`config.mk`:
```
export PLATFORM = sky130hd
export DESIGN_NAME = sonet_tx_seq
export DESIGN_NICKNAME = d
export VERILOG_FILES = /design/src/rtl/sonet_seq_pkg.sv /design/src/rtl/sonet_pos_tracker.sv /design/src/rtl/sonet_oh_mux.sv /design/src/rtl/sonet_tx_seq.sv
export SDC_FILE = /design/constraint.sdc
export NUM_CORES = 1
export LEC_CHECK = 0
export BUFFER_PORTS_ARGS = -buffer_cell sky130_fd_sc_hd__buf_4
export CAP_MARGIN = 15
export CORE_MARGIN = 2
export CORE_UTILIZATION = 51
export CTS_BUF_LIST = sky130_fd_sc_hd__clkbuf_2
export DETAILED_ROUTE_END_ITERATION = 12
export PLACE_DENSITY_LB_ADDON = 0.2
export SYNTH_ARGS = -nofsm -noshare
export SYNTH_HDL_FRONTEND = slang
export SYNTH_HIERARCHICAL = 1
export SYNTH_SLANG_ARGS = --single-unit
```
`constraint.sdc`:
```
create_clock -name clk -period 2.4 [get_ports clk]
set_input_delay 0.48 -clock clk [delete_from_list [all_inputs] [get_ports clk]]
set_output_delay 0.48 -clock clk [all_outputs]
set_load 0.1 [all_outputs]
```
`src/rtl/sonet_seq_pkg.sv`:
```
package sonet_seq_pkg;
   typedef struct packed {
      logic valid;
      logic sof;
      logic oh;
   } word_tag_t;

   function automatic logic [31:0] clog2_min1(input int unsigned n);
      return (n < 2) ? 32'd1 : 32'($clog2(n));
   endfunction
endpackage

```
`src/rtl/sonet_pos_tracker.sv`:
```
module sonet_pos_tracker #(
   parameter int unsigned ROWS     = 9,
   parameter int unsigned OH_COLS  = 36,
   parameter int unsigned SPE_COLS = 1044
) (
   input  logic clk,
   input  logic rst_n,
   input  logic in_valid,
   input  logic in_sof,
   output logic word_oh,
   output logic synced_now,
   output logic mis_q
);
   localparam int unsigned ROW_COLS = OH_COLS + SPE_COLS;
   localparam int unsigned COL_W    = sonet_seq_pkg::clog2_min1(ROW_COLS);
   localparam int unsigned ROW_W    = sonet_seq_pkg::clog2_min1(ROWS);

   logic [COL_W-1:0] col_q, cur_col;
   logic [ROW_W-1:0] row_q, cur_row;
   logic             synced_q;
   logic             col_last, row_last, off_boundary;

   always_comb begin
      cur_col      = in_sof ? '0 : col_q;
      cur_row      = in_sof ? '0 : row_q;
      synced_now   = synced_q | in_sof;
      word_oh      = synced_now && (cur_col < COL_W'(OH_COLS));
      col_last     = (cur_col == COL_W'(ROW_COLS - 1));
      row_last     = (cur_row == ROW_W'(ROWS - 1));
      off_boundary = synced_q && ((col_q != '0) || (row_q != '0));
   end

   always_ff @(posedge clk) begin
      if (!rst_n) begin
         col_q    <= '0;
         row_q    <= '0;
         synced_q <= 1'b0;
         mis_q    <= 1'b0;
      end else if (in_valid) begin
         synced_q <= synced_now;
         if (synced_now) begin
            col_q <= col_last ? '0 : cur_col + COL_W'(1);
            if (col_last)
               row_q <= row_last ? '0 : cur_row + ROW_W'(1);
            else
               row_q <= cur_row;
         end
         if (in_sof && off_boundary)
            mis_q <= 1'b1;
      end
   end
endmodule

```
`src/rtl/sonet_oh_mux.sv`:
```
module sonet_oh_mux #(
   parameter int unsigned DATA_W   = 32,
   parameter bit          OVR_IMPL = 1'b1
) (
   input  logic              clk,
   input  logic              rst_n,
   input  logic              in_valid,
   input  logic              in_sof,
   input  logic [DATA_W-1:0] in_data,
   input  logic              word_oh,
   input  logic              ovr_en,
   input  logic [DATA_W-1:0] ovr_pattern,
   output sonet_seq_pkg::word_tag_t tag_q,
   output logic [DATA_W-1:0] data_q
);
   logic [DATA_W-1:0] next_data;

   generate
      if (OVR_IMPL) begin : g_ovr
         always_comb next_data = (ovr_en && word_oh) ? ovr_pattern : in_data;
      end else begin : g_pass
         logic unused_ovr;
         always_comb begin
            unused_ovr = ovr_en ^ (^ovr_pattern);
            next_data  = in_data;
         end
      end
   endgenerate

   always_ff @(posedge clk) begin
      if (!rst_n) begin
         tag_q  <= '0;
         data_q <= '0;
      end else begin
         tag_q.valid <= in_valid;
         tag_q.sof   <= in_valid && in_sof;
         tag_q.oh    <= in_valid && word_oh;
         if (in_valid)
            data_q <= next_data;
      end
   end
endmodule

```
`src/rtl/sonet_tx_seq.sv`:
```
module sonet_tx_seq #(
   parameter int unsigned DATA_W   = 32,
   parameter int unsigned ROWS     = 9,
   parameter int unsigned OH_COLS  = 36,
   parameter int unsigned SPE_COLS = 1044,
   parameter bit          OVR_IMPL = 1'b1
) (
   input  logic              clk,
   input  logic              rst_n,
   input  logic              in_valid,
   input  logic [DATA_W-1:0] in_data,
   input  logic              in_sof,
   input  logic              ovr_en,
   input  logic [DATA_W-1:0] ovr_pattern,
   output logic              out_valid,
   output logic [DATA_W-1:0] out_data,
   output logic              out_sof,
   output logic              out_oh,
   output logic              misalign
);
   generate
      if (DATA_W < 1)    begin : g_bad_width $error("DATA_W must be at least 1"); end
      if (ROWS < 2)      begin : g_bad_rows  $error("ROWS must be at least 2"); end
      if (OH_COLS < 1)   begin : g_bad_oh    $error("OH_COLS must be at least 1"); end
      if (SPE_COLS < 1)  begin : g_bad_spe   $error("SPE_COLS must be at least 1"); end
   endgenerate

   logic word_oh, synced_now;
   sonet_seq_pkg::word_tag_t tag;

   sonet_pos_tracker #(
      .ROWS(ROWS), .OH_COLS(OH_COLS), .SPE_COLS(SPE_COLS)
   ) u_pos (
      .clk(clk), .rst_n(rst_n), .in_valid(in_valid), .in_sof(in_sof),
      .word_oh(word_oh), .synced_now(synced_now), .mis_q(misalign)
   );

   sonet_oh_mux #(
      .DATA_W(DATA_W), .OVR_IMPL(OVR_IMPL)
   ) u_mux (
      .clk(clk), .rst_n(rst_n), .in_valid(in_valid), .in_sof(in_sof),
      .in_data(in_data), .word_oh(word_oh), .ovr_en(ovr_en),
      .ovr_pattern(ovr_pattern), .tag_q(tag), .data_q(out_data)
   );

   logic unused_sync;
   always_comb begin
      unused_sync = synced_now;
      out_valid   = tag.valid;
      out_sof     = tag.sof;
      out_oh      = tag.oh;
   end
endmodule

```
==> results of run 1 <==
-- metrics by stage --
| stage | std cells | power, mW | hold WS [ps] | worst slack, ps |
|---|---|---|---|---|
| 2_1_floorplan | 324 | 1.449 | 453.5 | 330.2 |
| 3_3_place_gp | 471 | 1.616 | 450.9 | 369.5 |
| 3_5_place_dp | 471 | 1.624 | 460.4 | 267.5 |
| 4_1_cts | 479 | 2.063 | 271.9 | 385.4 |
| 5_1_grt | 479 | 2.134 | 244.8 | 254.3 |
| 6_report | 479 | 2.046 | 294.2 | 381.2 |
-- flip-flops by register name (all words and copies together) (netlist names) --
signal and flops:
u_pos/row_q 4, u_pos/col_q 11, u_mux/data_q 32, u_pos/synced_q 1
u_pos/mis_q 1, u_mux/tag_q 3
-- cells in the final DEF, fill, tap and decap left out, types with 2 or more instances in the layout --
| cell | n |
|---|---|
| buf_4 | 106 |
| nand3b_1 | 2 |
| nor2b_1 | 2 |
| nor4_1 | 3 |
| o211ai_1 | 2 |
| and3_1 | 2 |
| a21bo_1 | 30 |
| o21a_1 | 2 |
| o41ai_1 | 2 |
| or4_1 | 2 |
| a21bo_2 | 2 |
| clkbuf_2 | 5 |
| o2bb2ai_1 | 2 |
| o21ai_0 | 41 |
| or4_4 | 2 |
| inv_1 | 8 |
| a21oi_1 | 5 |
| a22oi_1 | 2 |
| a31oi_1 | 37 |
| nand2_1 | 14 |
| dfxtp_1 | 52 |
| ha_1 | 3 |
| nand2b_1 | 3 |
| nand3_1 | 44 |
| clkinv_1 | 2 |
| nand4b_1 | 2 |
| nor3_1 | 6 |
| nor2_1 | 10 |
-- area by class of cell --
class,count,area [um^2],area share (%)
Multi-Input combinational cell,234,1500,42.41
Sequential cell,52,1041,29.43
Timing Repair Buffer,107,815.8,23.06
Tap cell,70,87.58,2.476
Clock inverter,3,37.54,1.061
Inverter,8,30.03,0.8490
Clock buffer,5,25.02,0.7075
-- metal layers --
layer,up-vias,wire length [um],global-route usage [%]
met5,-,0,0
met4,0,170,8.571
met3,15,621,7.209
met2,116,3277,37.57
met1,1256,2830,27.96
li1,1378,-,-
-- critical path, cell delays in order (launching register included) --
cell	delay, ps
dfxtp_1	400
or4_4	590
nor2_1	150
nand3_1	110
nand2_2	110
buf_12	250
nand3_1	120
a31oi_1	210
-- power groups by stage --
stage                     clock network [mW]  logic [mW]  registers, mW
after floorplan                            0       0.188           1.26
after global placement                     0       0.667          0.949
after detailed placement                   0       0.673          0.951
after CTS                              0.455       0.674          0.935
after global routing                   0.488       0.706          0.940
final                                  0.440       0.672          0.935
-- path summary, 6_finish.rpt --
path	slack [ps]	end	start
worst max-delay path	380	u_mux/data_q[31]	u_pos/col_q[6]
worst min register to register	500	u_pos/mis_q	u_pos/mis_q
worst min-delay path	290	u_mux/data_q[21]	ovr_pattern[21]
worst max register to register	380	u_mux/data_q[31]	u_pos/col_q[6]
==> flow_summary.yaml, run 1 <==
timing:
  final_hold_viol_count: 0
  rsz0062_at_grt: "false"
  finalCritPeriodShare_pct: 84.12
  period_needed_ps: 2019
  worst_pin_slew_ps: 604.5
  setup_tns_ps: 0
  maxSlewViolCount: 0
  setup_violations: 0
  slew_headroom_pct: 59.70
  fmax_ghz: 0.4954
  fin_skew_ps: 22.56
pwr:
  p_int_mw: 1.284
  p_leak_nw: 1.548
  p_comb_share_pct: 32.8
  swShare_pct: 37.24
  netSwitchingPower_mw: 0.7621
  power_frac_seq_pct: 45.7
  peakVddDrop_mv: 0.3467
  pwr-share-clk_pct: 21.5
  p_per_area_nw_per_um2: 578.5
grt:
  grt_max_degree: 66
  antenna_found_initial: 0
  grt_pass1_wl_mm: 11.15
  grt_pass1_vias: 2346
  overflow: 0
  grt_usage_pct: 22.85
synthesis:
  syn_inst: 324
  avgSynthCellArea_um2: 8.511
  synth_nets: 396
  synth.cell_area_um2: 2758
  yosys_warnings: 6
clocking:
  cts_sinks: 52
  cts-root-buf: "clkbuf_2"
  htreeDepth: 2
  clockBufferDepth: 2
  post-cts-setup-buffers: 0
  hold_buffers: 0
  post_cts_resized: 0
  tritoncts: "yes"
  clk_pin_slew_worst_paths_ps: 250
  numCtsBuffers: 5
  clk_latency_ps: 440
die:
  die_w_um: 77.54
  rows: 26
  fp.dieArea_um2: 6012
  start_util_pct: 53.31
  die_h_um: 77.54
  core_region_area_um2: 5172
  ios: 105
layout:
  fin_util_pct: 68.38
  drive_above_1_share_pct: 29.83
  n_antenna_cell: 0
  nets: 480
  area_growth_pct: 28.27
  nFillCells: 424
  final_area_um2: 3537
min_path:
  whs_path_depth: 3
  min_path_type: "input port to register"
run:
  drv_cap: 0
route:
  vias: 2765
  drtIter0Drc: 209
  dr.pass1.iters: 4
  antenna_left: 0
  via_per_inst: 5.772
  drc_errors: 0
  drt_wl_total_mm: 6.899
  routedWlPerCell_um: 14.40
setup_path:
  r2r_cells: 7
  start_kind: "register"
  critPathKind: "register to register"
  worstPathRequired_ps: 2790
  arrival_ps: 2410
  end_kind: "register"
  critPathMaxFanout: 65
run_status:
  outcome: "finished clean"
placed_design:
  gp_congestion: 0.8402
  dpl_cell_area_um2: 3475
  hpwl_mm: 4.749
  port_buffers: 104
(Power assumes the default switching activity.)
==> inputs of run 2 (changes only) <==
==> constraint.sdc (replaced) <==
create_clock -name clk -period 1.9 [get_ports clk]
set_input_delay 0.38 -clock clk [delete_from_list [all_inputs] [get_ports clk]]
set_output_delay 0.38 -clock clk [all_outputs]
set_load 0.1 [all_outputs]
==> flow_summary.yaml, run 2 (synthesis results as in run 1) <==
setup_path:
  slowest_stage: "dfxtp_1"
  critPathKind: "register to register"
  end_kind: "register"
  critPathMaxFanout: 7
  start_kind: "register"
  crit_chain: "nand4_1 > or4_1 > or3_1 > a31oi_1"
  worstPathRequired_ps: 2260
  slowest_delay_ps: 550
  arrival_ps: 2220
route:
  drtIter0Drc: 157
  routedWlPerCell_um: 14.53
  via_per_inst: 5.673
  dr.pass1.iters: 4
  drc_errors: 0
  vias: 2808
  drt_wl_total_mm: 7.191
  antenna_left: 0
layout:
  n_antenna_cell: 0
  fin_util_pct: 71.19
  regMostFlops: "u_mux/data_q"
  largest_register_ffs: 32
  drive_above_1_share_pct: 33.88
  top_regs: "u_mux/data_q: 32 flops, u_pos/col_q: 11 flops, u_pos/row_q: 4 flops"
  final_area_um2: 3682
  final_common_cell: "buf_4"
  area_growth_pct: 33.53
  layout_common_cells: "120 x buf_4, 51 x dfxtp_1, 43 x nand3_1"
  nets: 496
die:
  core_region_area_um2: 5172
  fp.dieArea_um2: 6012
  rows: 26
  die_h_um: 77.54
  die_w_um: 77.54
  ios: 105
  start_util_pct: 53.31
pwr:
  pwr-share-clk_pct: 17.2
  power_frac_seq_pct: 47.4
  p_leak_nw: 1.636
  p_per_area_nw_per_um2: 676.3
  swShare_pct: 38.57
  peakVddDrop_mv: 0.3772
  p_int_mw: 1.530
  netSwitchingPower_mw: 0.9605
  p_comb_share_pct: 35.4
timing:
  period_needed_ps: 1863
  setup_violations: 0
  worst_pin_slew_ps: 603.3
  slew_headroom_pct: 59.78
  maxSlewViolCount: 0
  setup_tns_ps: 0
  fmax_ghz: 0.5369
  fin_skew_ps: 6.183
  rsz0062_at_grt: "true"
  finalCritPeriodShare_pct: 98.04
  holdWs_ps: 206.6
  final_hold_viol_count: 0
clocking:
  clk_latency_ps: 420
  numCtsBuffers: 5
  cts-root-buf: "clkbuf_2"
  cts_sinks: 52
  hold_buffers: 0
  clockBufferDepth: 2
  htreeDepth: 2
  tritoncts: "yes"
  clk_pin_slew_worst_paths_ps: 240
min_path:
  min_path_type: "input port to register"
grt:
  antenna_found_initial: 0
  grt_max_degree: 65
  overflow: 0
  grt_pass1_vias: 2598
  grt_usage_pct: 24.01
  grt_pass1_wl_mm: 11.79
run_status:
  outcome: "finished clean"
placed_design:
  hpwl_mm: 5.040
  gp_congestion: 0.8830
  dpl_cell_area_um2: 3590
  port_buffers: 104
run:
  drv_cap: 0
-- run 2: stage by stage --
stage          total power [mW]  setup WS (ps)  cells
3_5_place_dp              2.069         -9.897    486
4_1_cts                   2.495          14.45    494
2_1_floorplan             1.834          15.96    324
6_report                  2.490          37.32    495
3_3_place_gp              2.057          52.90    486
5_1_grt                   2.604         -21.95    495
-- run 2: routing by layer --
metal | GRT usage [%] | part of all wire, %
met1 | 28.62 | 43
met2 | 41.57 | 49
met3 | 7.093 | 6.6
met4 | 7.321 | 1.8
met5 | 0 | 0
-- run 2: worst paths after layout --
kind              startpoint          endpoint  slack [ps]  depth (start not counted)
max           u_pos/col_q[5]    u_pos/col_q[9]          40                          4
min          ovr_pattern[10]  u_mux/data_q[10]         210                          3
max reg2reg   u_pos/col_q[5]    u_pos/col_q[9]          40                          4
min reg2reg      u_pos/mis_q       u_pos/mis_q         500                          1
-- run 2: timing repair --
action / CTS / global route
gates resized for setup: 0 / 8
setup buffers: 0 / 0
setup endpoints to repair: 0 / 36
-- run 2: critical path, delay by kind of cell (launching register included) --
family	cells	cell delay (ps)
AND/OR/NAND/NOR	3	1050
flip-flops	1	550
AO/OA/AOI/OAI	1	210
-- run 2: area by class of cell --
| type | instances | area (um^2) |
|---|---|---|
| multi-input combinational | 234 | 1523 |
| inverter | 8 | 30.03 |
| timing repair buffer | 123 | 960.9 |
| sequential | 52 | 1042 |
| clock inverter | 1 | 3.754 |
| tap | 70 | 87.58 |
| clock buffer | 7 | 35.03 |
| fill | 420 | 1490 |
-- run 2: power by group through the flow --
stage	sequential, mW	combinational, mW	clock, mW
after CTS	1.18	0.869	0.445
final	1.18	0.882	0.428
after global routing	1.19	0.932	0.484
after global placement	1.20	0.858	0
after floorplan	1.59	0.242	0
after detailed placement	1.20	0.868	0
==> inputs of run 3 (changes only) <==
--- a/config.mk
+++ b/config.mk
@@ -8,7 +8,7 @@
 export BUFFER_PORTS_ARGS = -buffer_cell sky130_fd_sc_hd__buf_4
 export CAP_MARGIN = 15
 export CORE_MARGIN = 2
-export CORE_UTILIZATION = 51
+export CORE_UTILIZATION = 45
 export CTS_BUF_LIST = sky130_fd_sc_hd__clkbuf_2
 export DETAILED_ROUTE_END_ITERATION = 12
 export PLACE_DENSITY_LB_ADDON = 0.2
==> flow_summary.yaml, run 3 (synthesis results as in run 1) <==
clocking:
  htreeDepth: 2
  clk_latency_ps: 430
  clockBufferDepth: 2
  cts_sinks: 52
  cts-root-buf: "clkbuf_2"
  numCtsBuffers: 5
  clk_pin_slew_worst_paths_ps: 260
  tritoncts: "yes"
setup_path:
  critPathKind: "register to register"
  crit_chain: "or4_4 > nor2_4 > nand3_4 > nand2_8 > buf_12 > nand3_1 > a31oi_1"
  worstPathRequired_ps: 2270
  crit_buf_inv: 1
  r2r_cells: 7
  end_kind: "register"
  arrival_ps: 2260
  critPathMaxFanout: 8
  crit_family: "simple AND/OR/NAND/NOR gates"
  slowest_stage: "or4_4"
  start_kind: "register"
  cp_num_cells: 7
  slowest_delay_ps: 580
die:
  ios: 105
  fp.dieArea_um2: 6770
  core_region_area_um2: 5921
  rows: 28
  die_w_um: 82.28
  start_util_pct: 46.58
  die_h_um: 82.28
timing:
  setup_violations: 0
  final_hold_viol_count: 0
  maxSlewViolCount: 0
  period_needed_ps: 1891
  fmax_ghz: 0.5288
  fin_skew_ps: 16.04
  slew_headroom_pct: 58.34
  setup_tns_ps: 0
  rsz0062_at_grt: "true"
  worst_pin_slew_ps: 624.9
  finalCritPeriodShare_pct: 99.52
grt:
  grt_usage_pct: 23.22
  antenna_found_initial: 0
  overflow: 0
  grt_pass1_wl_mm: 12.36
  grt_max_degree: 65
  grt_pass1_vias: 2626
layout:
  n_antenna_cell: 0
  regMostFlops: "u_mux/data_q"
  final_common_cell: "buf_4"
  area_growth_pct: 41.02
  fin_util_pct: 65.68
  layout_common_cells: "123 x buf_4, 48 x dfxtp_1, 41 x nand3_1, 41 x o21ai_0, 37 x a31oi_1"
  top_regs: "u_mux/data_q: 32 flops, u_pos/col_q: 11 flops, u_pos/row_q: 4 flops"
  final_area_um2: 3889
  largest_register_ffs: 32
  drive_above_1_share_pct: 36.55
  nets: 506
pwr:
  p_per_area_nw_per_um2: 662.8
  totalPowerFinal_mw: 2.577
  peakVddDrop_mv: 0.4854
  p_leak_nw: 1.723
run_status:
  outcome: "finished clean"
route:
  routedWlPerCell_um: 16.05
  antenna_left: 0
  drc_errors: 0
  via_per_inst: 5.694
  dr.pass1.iters: 4
  drt_wl_total_mm: 8.187
  vias: 2904
  drtIter0Drc: 203
placed_design:
  hpwl_mm: 5.269
  port_buffers: 104
  gp_congestion: 0.9073
  dpl_cell_area_um2: 3623
min_path:
  whs_path_depth: 3
  min_path_type: "input port to register"
run:
  drv_cap: 0
run 3: worst paths after layout:
path                  start                to  slack (ps)
max          u_pos/col_q[9]  u_mux/data_q[27]           9
min          ovr_pattern[3]   u_mux/data_q[3]         200
max reg2reg  u_pos/col_q[9]  u_mux/data_q[27]           9
min reg2reg     u_pos/mis_q       u_pos/mis_q         510
run 3: where the power goes:
| group | switching, mW | total, mW | internal, mW |
|---|---|---|---|
| Clock | 0.359 | 0.450 | 0.0917 |
| Combinational | 0.627 | 0.945 | 0.318 |
| Sequential | 0.0306 | 1.18 | 1.15 |
| Total | 1.02 | 2.58 | 1.56 |
run 3: stage by stage:
stage               instances  hold slack [ps]  setup WS, ps
finish                    510            197.3         9.081
CTS                       501            169.9        0.9976
global route              510            137.2        -65.70
global placement          493            454.9         52.94
floorplan                 324            453.5         15.96
detailed placement        493            458.6        -11.72
run 3: cell type report:
type,count,area (um^2)
inverter,8,30.03
fill,546,2032
clock inverter,2,11.26
multi-input combinational,235,1560
timing repair buffer,132,1115
tap,75,93.84
clock buffer,6,30.03
sequential,52,1049
run 3: timing repair:
item / 4_1_cts / 5_1_grt
pin swaps: 1 / 13
setup endpoints to repair: 1 / 35
gates cloned: 0 / 7
hold buffers: 0 / 0
gates resized for setup: 0 / 17
buffers inserted: 0 / 2
run 3: worst min-delay path, cell delays in order:
cell,delay [ps]
buf_4,100
nand3_1,70
a31oi_1,70
run 3: metal layers:
metal | part of all wire, % | global-route usage [%] | up-vias
met3 | 6.8 | 6.304 | 10
met4 | 1.2 | 4.667 | 0
li1 | - | - | 1434
met1 | 41 | 28.49 | 1355
met5 | 0 | 0 | -
met2 | 51 | 40.65 | 105
